--- src/rtl/isp_pkg.sv ---
package isp_pkg;
  // Opcodes (first frame byte) and second-byte keys
  localparam logic [7:0] OP_KEY     = 8'hAC;
  localparam logic [7:0] KEY_UNLOCK = 8'h53;
  localparam logic [7:0] KEY_WIPE   = 8'h80;
  localparam logic [7:0] OP_RD_LO   = 8'h20;
  localparam logic [7:0] OP_RD_HI   = 8'h28;
  localparam logic [7:0] OP_WR_LO   = 8'h40;
  localparam logic [7:0] OP_WR_HI   = 8'h48;
  localparam logic [7:0] OP_RD_DAT  = 8'hA0;
  localparam logic [7:0] OP_WR_DAT  = 8'hC0;
  localparam logic [7:0] OP_POLL    = 8'hF0;

  typedef enum logic [1:0] {
    SLOT_LEAD  = 2'd0,
    SLOT_ECHO0 = 2'd1,
    SLOT_ECHO1 = 2'd2,
    SLOT_REPLY = 2'd3
  } slot_e;
endpackage

--- src/rtl/isp_edge_filter.sv ---
// Synchronises sck/mosi and accepts a new sck level only once it has held
// for MIN_CYC consecutive system clocks; emits one-cycle rise/fall events.
module isp_edge_filter #(
  parameter int MIN_CYC = 3
) (
  input  logic clk,
  input  logic rst_n,
  input  logic sck,
  input  logic mosi,
  output logic sck_sync,
  output logic rise,
  output logic fall,
  output logic mosi_bit
);
  localparam int CW = $clog2(MIN_CYC + 1);

  logic [1:0]    sck_ff, mosi_ff;
  logic          lvl;
  logic [CW-1:0] run;

  assign sck_sync = sck_ff[1];

  always_ff @(posedge clk or negedge rst_n) begin
    if (!rst_n) begin
      sck_ff   <= '0;
      mosi_ff  <= '0;
      lvl      <= 1'b0;
      run      <= '0;
      rise     <= 1'b0;
      fall     <= 1'b0;
      mosi_bit <= 1'b0;
    end else begin
      sck_ff  <= {sck_ff[0], sck};
      mosi_ff <= {mosi_ff[0], mosi};
      rise    <= 1'b0;
      fall    <= 1'b0;
      if (sck_ff[1] == lvl) begin
        run <= '0;
      end else if (run == CW'(MIN_CYC - 1)) begin
        lvl      <= sck_ff[1];
        run      <= '0;
        rise     <= sck_ff[1];
        fall     <= !sck_ff[1];
        mosi_bit <= mosi_ff[1];
      end else begin
        run <= run + 1'b1;
      end
    end
  end
endmodule

--- src/rtl/isp_frame.sv ---
// 32-bit frame shifter: captures on rise, shifts the reply on fall.
module isp_frame (
  input  logic        clk,
  input  logic        rst_n,
  input  logic        clr,
  input  logic        rise,
  input  logic        fall,
  input  logic        mosi_bit,
  input  logic [7:0]  load_byte,
  output logic [31:0] rx,
  output logic [4:0]  bit_cnt,
  output logic        done,
  output logic        miso
);
  logic [7:0] tx;

  assign miso = tx[7];

  always_ff @(posedge clk or negedge rst_n) begin
    if (!rst_n) begin
      rx      <= '0;
      bit_cnt <= '0;
      tx      <= '0;
      done    <= 1'b0;
    end else if (clr) begin
      rx      <= '0;
      bit_cnt <= '0;
      tx      <= '0;
      done    <= 1'b0;
    end else begin
      done <= 1'b0;
      if (rise) begin
        rx      <= {rx[30:0], mosi_bit};
        bit_cnt <= bit_cnt + 5'd1;
        done    <= (bit_cnt == 5'd31);
      end
      if (fall) begin
        if (bit_cnt[2:0] == 3'd0) tx <= load_byte;
        else                      tx <= {tx[6:0], 1'b0};
      end
    end
  end
endmodule

--- src/rtl/isp_mem.sv ---
// Code memory (two byte banks, bit-clear-only writes) and data memory
// (replacing writes), both wiped to 0xFF in one cycle.
module isp_mem #(
  parameter int PROG_WORDS = 64,
  parameter int DATA_BYTES = 32
) (
  input  logic        clk,
  input  logic        rst_n,
  input  logic        erase,
  input  logic        wr_prog,
  input  logic        wr_hi,
  input  logic        wr_data,
  input  logic [15:0] addr,
  input  logic [7:0]  wdata,
  output logic [7:0]  prog_lo_q,
  output logic [7:0]  prog_hi_q,
  output logic [7:0]  data_q
);
  localparam int PAW = (PROG_WORDS > 1) ? $clog2(PROG_WORDS) : 1;
  localparam int DAW = (DATA_BYTES > 1) ? $clog2(DATA_BYTES) : 1;

  logic [PAW-1:0] pa;
  logic [DAW-1:0] da;
  logic [7:0]     prog_q [2];

  assign pa = PAW'(addr % 16'(PROG_WORDS));
  assign da = DAW'(addr % 16'(DATA_BYTES));

  for (genvar g = 0; g < 2; g++) begin : g_bank
    logic [7:0] cells [PROG_WORDS];
    always_ff @(posedge clk or negedge rst_n) begin
      if (!rst_n) begin
        for (int i = 0; i < PROG_WORDS; i++) cells[i] <= 8'hFF;
      end else if (erase) begin
        for (int i = 0; i < PROG_WORDS; i++) cells[i] <= 8'hFF;
      end else if (wr_prog && (wr_hi == 1'(g))) begin
        cells[pa] <= cells[pa] & wdata;
      end
    end
    assign prog_q[g] = cells[pa];
  end

  logic [7:0] dcells [DATA_BYTES];
  always_ff @(posedge clk or negedge rst_n) begin
    if (!rst_n) begin
      for (int i = 0; i < DATA_BYTES; i++) dcells[i] <= 8'hFF;
    end else if (erase) begin
      for (int i = 0; i < DATA_BYTES; i++) dcells[i] <= 8'hFF;
    end else if (wr_data) begin
      dcells[da] <= wdata;
    end
  end

  assign prog_lo_q = prog_q[0];
  assign prog_hi_q = prog_q[1];
  assign data_q    = dcells[da];
endmodule

--- src/rtl/isp_slave.sv ---
module isp_slave
  import isp_pkg::*;
#(
  parameter int PROG_WORDS  = 64,
  parameter int DATA_BYTES  = 32,
  parameter int BUSY_CYCLES = 1500,
  parameter bit FAST_CLK    = 1'b0
) (
  input  logic clk,
  input  logic rst_n,
  input  logic isp_rst,
  input  logic sck,
  input  logic mosi,
  output logic miso,
  output logic busy
);
  localparam int MIN_CYC = FAST_CLK ? 4 : 3;
  localparam int BCW     = $clog2(BUSY_CYCLES + 1);

  logic sck_sync, sck_rise, sck_fall, mosi_bit;

  isp_edge_filter #(.MIN_CYC(MIN_CYC)) u_filt (
    .clk(clk), .rst_n(rst_n), .sck(sck), .mosi(mosi),
    .sck_sync(sck_sync), .rise(sck_rise), .fall(sck_fall), .mosi_bit(mosi_bit)
  );

  logic        frame_done;
  logic [31:0] rx;
  logic [4:0]  bit_cnt;
  logic [7:0]  load_byte;

  isp_frame u_frame (
    .clk(clk), .rst_n(rst_n), .clr(isp_rst), .rise(sck_rise), .fall(sck_fall),
    .mosi_bit(mosi_bit), .load_byte(load_byte), .rx(rx), .bit_cnt(bit_cnt),
    .done(frame_done), .miso(miso)
  );

  // Completed-frame fields
  logic [7:0]  f_op, f_key, f_data;
  logic [15:0] mem_addr;
  assign f_op   = rx[31:24];
  assign f_key  = rx[23:16];
  assign f_data = rx[7:0];
  // On completion the address sits in rx[23:8]; while byte four is being
  // prepared it sits in rx[15:0].
  assign mem_addr = frame_done ? rx[23:8] : rx[15:0];

  logic           prog_en;
  logic [BCW-1:0] busy_cnt;
  logic           accept, do_erase, do_wprog, do_wdata, wr_any;

  assign accept   = frame_done && prog_en && !busy;
  assign do_erase = accept && (f_op == OP_KEY) && (f_key == KEY_WIPE);
  assign do_wprog = accept && ((f_op == OP_WR_LO) || (f_op == OP_WR_HI));
  assign do_wdata = accept && (f_op == OP_WR_DAT);
  assign wr_any   = do_erase || do_wprog || do_wdata;

  always_ff @(posedge clk or negedge rst_n) begin
    if (!rst_n)                                                  prog_en <= 1'b0;
    else if (isp_rst)                                            prog_en <= 1'b0;
    else if (frame_done && f_op == OP_KEY && f_key == KEY_UNLOCK) prog_en <= 1'b1;
  end

  always_ff @(posedge clk or negedge rst_n) begin
    if (!rst_n)                busy_cnt <= '0;
    else if (wr_any)           busy_cnt <= BCW'(BUSY_CYCLES);
    else if (busy_cnt != '0)   busy_cnt <= busy_cnt - 1'b1;
  end
  assign busy = (busy_cnt != '0);

  logic [7:0] prog_lo_q, prog_hi_q, data_q;

  isp_mem #(.PROG_WORDS(PROG_WORDS), .DATA_BYTES(DATA_BYTES)) u_mem (
    .clk(clk), .rst_n(rst_n), .erase(do_erase), .wr_prog(do_wprog),
    .wr_hi(f_op == OP_WR_HI), .wr_data(do_wdata), .addr(mem_addr),
    .wdata(f_data), .prog_lo_q(prog_lo_q), .prog_hi_q(prog_hi_q), .data_q(data_q)
  );

  // Fourth-byte reply
  logic [7:0] reply3;
  always_comb begin
    reply3 = rx[7:0];
    if (prog_en) begin
      if (rx[23:16] == OP_POLL && rx[15:8] == 8'h00) begin
        reply3 = {7'b0, busy};
      end else if (!busy) begin
        case (rx[23:16])
          OP_RD_LO:  reply3 = prog_lo_q;
          OP_RD_HI:  reply3 = prog_hi_q;
          OP_RD_DAT: reply3 = data_q;
          default:   reply3 = rx[7:0];
        endcase
      end
    end
  end

  always_comb begin
    case (slot_e'(bit_cnt[4:3]))
      SLOT_LEAD:  load_byte = 8'h00;
      SLOT_REPLY: load_byte = reply3;
      default:    load_byte = rx[7:0];
    endcase
  end
endmodule

--- config.mk ---
export PLATFORM = sky130hd
export DESIGN_NAME = isp_slave
export DESIGN_NICKNAME = d
export VERILOG_FILES = /design/src/rtl/isp_pkg.sv /design/src/rtl/isp_edge_filter.sv /design/src/rtl/isp_frame.sv /design/src/rtl/isp_mem.sv /design/src/rtl/isp_slave.sv
export SDC_FILE = /design/constraint.sdc
export NUM_CORES = 2
export LEC_CHECK = 0
export BUFFER_PORTS_ARGS = -buffer_cell sky130_fd_sc_hd__buf_2
export CAP_MARGIN = 20
export CORE_UTILIZATION = 50
export CTS_CLUSTER_SIZE = 30
export DETAILED_ROUTE_END_ITERATION = 10
export MAX_ROUTING_LAYER = met4
export PLACE_DENSITY = 0.67
export SLEW_MARGIN = 15
export SYNTH_ARGS = -nofsm -noshare
export SYNTH_HDL_FRONTEND = slang
export SYNTH_SLANG_ARGS = --single-unit
--- constraint.sdc ---
create_clock -name clk -period 3.04 [get_ports clk]
set_clock_uncertainty 0.15 [all_clocks]
set_input_delay 0.152 -clock clk [delete_from_list [all_inputs] [get_ports clk]]
set_output_delay 0.152 -clock clk [all_outputs]
set_load 0.01 [all_outputs]
After elaboration in Yosys (flattened, before gate mapping)
Index checks and enable logic that the tools add are counted.
- bitwise operators: 6
- add/sub/neg operators: 3
- equal/unequal tests: 14
- reduce and logical (&&, ||, !) cells: 30
- mux-type cells: 47
- $lt $le $gt $ge: 4
- operator list (operator ; count):
    $mux 512 ; 4
    $bwmux 512 ; 2
    $mux 256 ; 2
    $bwmux 256 ; 1
    $mux 8 ; 14
    $bmux 8 s6 ; 2
    $mux 32 ; 2
    $demux 8 s6 ; 1
    $bmux 8 s5 ; 1
    $demux 8 s5 ; 1
    $eq 8x8->1 const B ; 5
    $eq 8x7->1 const B ; 3
    $pmux 8 s3 ; 1
    $mux 11 ; 2
    $and 8x8->8 ; 2
    $eq 8x6->1 const B ; 2
    $pmux 8 s2 ; 1
    $reduce_bool 2->1 ; 7
    $logic_and 1x1->1 ; 13
    $reduce_bool 11->1 ; 1
    $sub 11x1->11 const B ; 1
    $mux 5 ; 2
    $logic_not 8->1 ; 1
    $mux 1 ; 8
    other kinds (19) ; 25
- output and inout bits: 2
- word-level logic and storage cells: 277
- register bits: 1348

Logic depth before layout (Yosys ltp)
- depth after elaboration: 13
- mapped depth: 14
- gate-level depth less buffers: 11

Modules after synthesis
Synthesis repeated with hierarchy kept, for this count alone.
- cells, all modules: 6089
- area, all modules: 67687.4 µm²
- by module, submodules not included (module ; area an instance (µm²) ; instances ; cells an instance ; sequential area each (µm²)):
    isp_mem ; 63951.3 ; 1 ; 5747 ; 33632.3
    isp_frame ; 2114.5 ; 1 ; 175 ; 1151.1
    isp_slave ; 1292.5 ; 1 ; 148 ; 300.3
    isp_edge_filter ; 329.1 ; 1 ; 19 ; 250.2

Worst setup path after synthesis
Ideal clock, no wire load.
- path type: register to register
- from: reg busy_cnt[0]
- to: reg u_mem.g_bank[0].cells[109] (netlist bit)
- slack: -0.222 ns
- period minus slack after synthesis: 3.262 ns
- cell stages (with the launch flop): 12
- path buffers: 2
- data required time: 2.808 ns
- setup time: 0.082 ns
- arrival time: 3.030 ns
- cells stage by stage: dfrtp_1 -> inv_1 -> ha_1 -> or4b_4 -> nor4_4 -> inv_4 -> nor4_4 -> nand2b_2 -> buf_6 -> buf_6 -> o21ai_2 -> mux2_2
- cells in the longest elaborated chain, start to end: 6
- elaborated cells between the ends (all ways): 9
- those cells by class: mux (1); reduce/logical (8)
- ends and longest elaborated chain (item ; RTL line ; source):
    from (decl) ; isp_slave.sv:49 ; logic [BCW-1:0] busy_cnt;
    from (signal assigned) ; isp_slave.sv:66 ; else if (wr_any) busy_cnt <= BCW'(BUSY_CYCLES);
    from (signal assigned) ; isp_slave.sv:67 ; else if (busy_cnt != '0) busy_cnt <= busy_cnt - 1'b1;
    $reduce_bool 11->1 (*) ; isp_slave.sv:69 ; assign busy = (busy_cnt != '0);
    net busy ; isp_slave.sv:15 ; output logic busy
    $logic_not 1->1 (*) ; - ;
    $logic_and 1x1->1 (*) ; isp_slave.sv:52 ; assign accept = frame_done && prog_en && !busy;
    $logic_and 1x1->1, on equally long branches ; isp_slave.sv:53, isp_slave.sv:54 ;
    $logic_and 1x1->1, on equally long branches ; isp_slave.sv:53, isp_mem.sv:36 ;
    $mux 512 / $reduce_bool 2->1 (equally long branches) ; - ;
    to (signal, indexed assignment) ; isp_mem.sv:37 ; cells[pa] <= cells[pa] & wdata;
    to (decl) ; isp_mem.sv:30 ; logic [7:0] cells [PROG_WORDS];
Mark *: on every way through the listed nets, which the timed path passes. The rest lies on a longest branch.
A chain may end at the register's enable or synchronous reset.

Worst setup path in the final report
- from: reg u_frame.done
- to: reg u_frame.tx[1]
- cells in the longest elaborated chain, start to end: 13
- elaborated cells between the ends (all ways): 20
- those cells by class: mux (18); bitwise (2)
- ends and longest elaborated chain (item ; RTL line ; source):
    from (decl) ; isp_frame.sv:12 ; output logic done,
    from (signal assigned) ; isp_frame.sv:35 ; done <= (bit_cnt == 5'd31);
    $mux 6 (*) ; isp_slave.sv:46 ; assign mem_addr = frame_done ? rx[23:8] : rx[15:0];
    $not 6->7 (not written as such) / $not 5->6 (equally long branches) ; isp_mem.sv:40, isp_mem.sv:56 ;
    $bmux 8 s6 / $bmux 8 s5 (equally long branches) ; isp_mem.sv:40, isp_mem.sv:56 ;
    $mux 8, on equally long branches (2 in series) ; isp_mem.sv:40, isp_mem.sv:56 ;
    $pmux 8 s3 (*) ; isp_slave.sv:87 ; case (rx[23:16])
    $mux 8 (*) ; isp_slave.sv:86 ; end else if (!busy) begin
    $mux 8 (*) ; isp_slave.sv:84 ; if (rx[23:16] == OP_POLL && rx[15:8] == 8'h00) begin
    $mux 8 (*) ; isp_slave.sv:83 ; if (prog_en) begin
    $pmux 8 s2 (*) ; isp_slave.sv:98 ; case (slot_e'(bit_cnt[4:3]))
    $mux 8 (*) ; isp_frame.sv:38 ; if (bit_cnt[2:0] == 3'd0) tx <= load_byte;
    $mux 8 (*) ; isp_frame.sv:37 ; if (fall) begin
    $mux 8 (*) ; isp_frame.sv:25 ; end else if (clr) begin
    to (signal assigned) ; isp_frame.sv:38 ;
    to (signal assigned) ; isp_frame.sv:39 ; else tx <= {tx[6:0], 1'b0};
    to (decl) ; isp_frame.sv:15 ; logic [7:0] tx;
Mark *: on every way between the ends. The rest lies on a longest branch, timed or not. The select of a mux whose other input is x is not followed.

==> results.md <==
* Die Area at 130,000 sq um
* Worst slew margin at 0.262
* Failing checks: setup timing
* Pwr Density at 470 nW/um^2
* Synthesized cell area at 64,400 sq um
* R2R setup slack at -0.53 ns
* Startpoint Class: flop
* Fraction of layout cells with a size suffix above 1 at 0.504
* Final worst slack at -0.529 ns
* GRT Overall Usage at 0.339
* Crit Path Max Fanout at 16
* Vias per cell at 6.46
* Critical Path AT at 4.14 ns
* Area delta synth->final at 25.5%
* Fin crit share at 1.17
* Sequential-to-total area share from yosys stat at 0.549
* Ys async rst share at 1.00
* Longest Clk Path Bufs at 3
* CTS clk-pin slew, worst paths at 0.06 ns
* Max-Cap Viols at 0
* GR Overflow Total at 0
* Die Y at 361 microns
* Element type at the critical path end: flop
* Initial antenna violation count at 1
* Cells after Synth at 5,648
* Vias at 51.7k
* Buffers on Ports at 6
* First-pass GRT wire length at 325 mm
* Post-DP HPWL at approximately 140 mm
* CP Data Required Time at roughly 3.6 ns
* Fmax at roughly 280 MHz
* Fin. Hold Viols at 0
* Hold crit path type: in2reg
* YS warnings at 0
* Placer congestion estimate at between 0.9 and 1
* Largest net degree at the start of global routing at about 170
* CTS tree: done
* Seq cells post-synth at 1,348
* Starting Density at 0.504
* Worst slew pin tran at 1.10 ns
* Final routed DRC violation total at 0
* Worst VDD drop at 0.665 mV
* Vias in the first global route at between 50k and 60k
* DR iter-0 viols at 6,692
* Final #Nets at 6,237
* Endpoints failing setup at 1,099
* # IOs at 7
* Average cell area after synthesis at roughly 11 sq um
* Number of CTS-inserted buffers at 144
* First drt pass iteration count at 7
* Setup CP Type: reg2reg
* Drt total wl at 224 mm
* CTS H-tree depth at 4
* Synth unique cells at 87
* Main synth FF type: dfstp_2
* Die span in x at 361 microns
* Syn_nets at 5,658
* Post-layout min period at 3.57 ns
* Root Buffer: clkbuf_16
* Post-synth EDFFs at 0
* Insertion delay to the later sink of the worst-skew pair at 0.83 ns
* Slew Viols, Final at 0
* Util after Layout at 0.633
* Post-DRT Antenna Nets at 0
* RSZ-0062 raised after global routing: yes
* DR WL/cell at about 28 microns
* Design Power at roughly 38 mW
* Status: finished with violations
* Row count at 131
* CORE AREA at 128,000 sq um
* Static Leakage at between 30 and 40 nW
* Sink Count at 1,348
## cell usage after synthesis, drive strengths merged (6+ instances only)
master | count | area share
a22oi | 89 | 0.010
xor2 | 6 | 0.00082
buf | 219 | 0.025
nand4 | 20 | 0.0019
or2 | 7 | 0.00068
nand3 | 320 | 0.025
nor4 | 19 | 0.0023
o22a | 12 | 0.0016
a311o | 6 | 0.00093
nor3 | 16 | 0.0012
mux2 | 199 | 0.035
o22ai | 35 | 0.0034
a222oi | 19 | 0.0030
a221o | 7 | 0.0011
o211ai | 95 | 0.011
or3 | 6 | 0.00058
mux4 | 281 | 0.098
clkbuf | 195 | 0.011
nor3b | 6 | 0.00070
a22o | 9 | 0.0012
a31oi | 15 | 0.0038
dfrtp | 68 | 0.026
a41oi | 7 | 0.00095
dfstp | 1280 | 0.52
nor2 | 1066 | 0.062
mux2i | 45 | 0.0070
o31ai | 8 | 0.00093
nand2 | 400 | 0.023
inv | 17 | 0.0010
nand2b | 8 | 0.00082
o21ai | 199 | 0.035
a21oi | 886 | 0.069
o21a | 9 | 0.0010
## sequential cells by signal, summed over array words and instances (netlist names)
signal	flops
u_filt.mosi_ff	2
busy_cnt	11
u_filt.fall	1
u_filt.lvl	1
u_filt.run	2
u_frame.bit_cnt	5
prog_en	1
u_filt.mosi_bit	1
u_frame.rx	32
u_frame.tx	8
u_filt.rise	1
u_filt.sck_ff	2
u_frame.done	1
u_mem.dcells	256
u_mem.g_bank.cells	1024
## where the power goes
part / internal (mW) / leakage (nW) / switching [mW]
Clock: 10.5 / 2.40 / 7.80
Sequential: 18.1 / 14.1 / 0.133
Combinational: 0.596 / 14.3 / 0.855
## cell families (layout without fill, tap and decap cells)
logic type	count (synthesis)	count (layout)	synth area share
other	0	1	0
flip-flops	1348	1348	0.549
AO/OA/AOI/OAI	1423	1424	0.147
multiplexers	525	526	0.140
XOR/XNOR	11	11	0.00150
AND/OR/NAND/NOR	1905	1905	0.124
buffers and inverters	431	1124	0.0378
adder cells (fa/ha/maj)	5	5	0.000971
## layout by cell type (no fill, tap or decap), types with 92 or more instances in the layout
cell | synthesis | final
nand2_1 | 399 | 393
o211ai_1 | 95 | 95
mux2_2 | 197 | 92
mux4_2 | 281 | 281
clkbuf_16 | 0 | 171
buf_12 | 0 | 178
nor2_1 | 1064 | 1057
mux2_4 | 1 | 106
a21oi_1 | 884 | 780
dfstp_2 | 1280 | 1280
buf_4 | 21 | 541
nand3_1 | 320 | 320
o21ai_4 | 105 | 126
## final timing paths
kind                             startpoint                          to  depth (start not counted)
min in group asynchronous             rst_n           u_mem.dcells[201]                          3
max                            u_frame.done               u_frame.tx[1]                         11
min                                 isp_rst               u_frame.rx[9]                          3
max in group asynchronous             rst_n  u_mem.g_bank[1].cells[317]                          5
max reg2reg                    u_frame.done               u_frame.tx[1]                         11
min reg2reg                u_filt.sck_ff[0]            u_filt.sck_ff[1]                          0
## what timing repair did
item	CTS	global route
cloned	24	34
gates resized for setup	168	294
hold buffers	8	0
buffers inserted	45	71
setup endpoints to repair	1170	1286
endpoints found under the hold margin	357	0
pin swaps	46	71
## layout make-up
cell class / instances / area [sq um]
fill: 9323 / 46800
multi-input combinational: 3871 / 28600
tap: 1662 / 2080
timing repair buffer: 845 / 9890
clock inverter: 61 / 773
inverter: 17 / 66.3
sequential: 1348 / 35300
clock buffer: 201 / 4130
antenna: 1 / 2.50
## layer usage
| metal | track usage | vias to the layer above | part of all wire |
|---|---|---|---|
| li1 | - | 21500 | - |
| met1 | 0.455 | 26600 | 0.39 |
| met2 | 0.493 | 3019 | 0.45 |
| met3 | 0.0702 | 676 | 0.10 |
| met4 | 0.163 | 0 | 0.060 |
| met5 | - | - | 0 |
## worst max-delay path: stages (launching register included)
cell	delay (ns)
dfrtp_1	0.40
mux2_8	0.41
buf_12	0.17
buf_16	0.17
buf_4	0.17
bufbuf_16	0.29
mux4_2	0.33
o22a_1	0.16
o21ai_0	0.22
nor4_1	0.73
nor4_1	0.10
nor3_1	0.15
## metrics by stage
step | hold slack [ns] | cell area [sq um] | std cells | worst slack, ns | TNS, ns
after floorplan | -0.294 | 64700 | 5648 | -0.0944 | -68.25
after global placement | -0.0604 | 71500 | 7570 | -0.742 | -372.31
after detailed placement | -0.0598 | 71500 | 7570 | -0.745 | -413.76
after CTS | 0.146 | 78400 | 7907 | -0.420 | -323.78
after global routing | 0.181 | 80800 | 8006 | -0.559 | -458.50
final | 0.186 | 80800 | 8006 | -0.529 | -371.26
(Power assumes the default switching activity.)
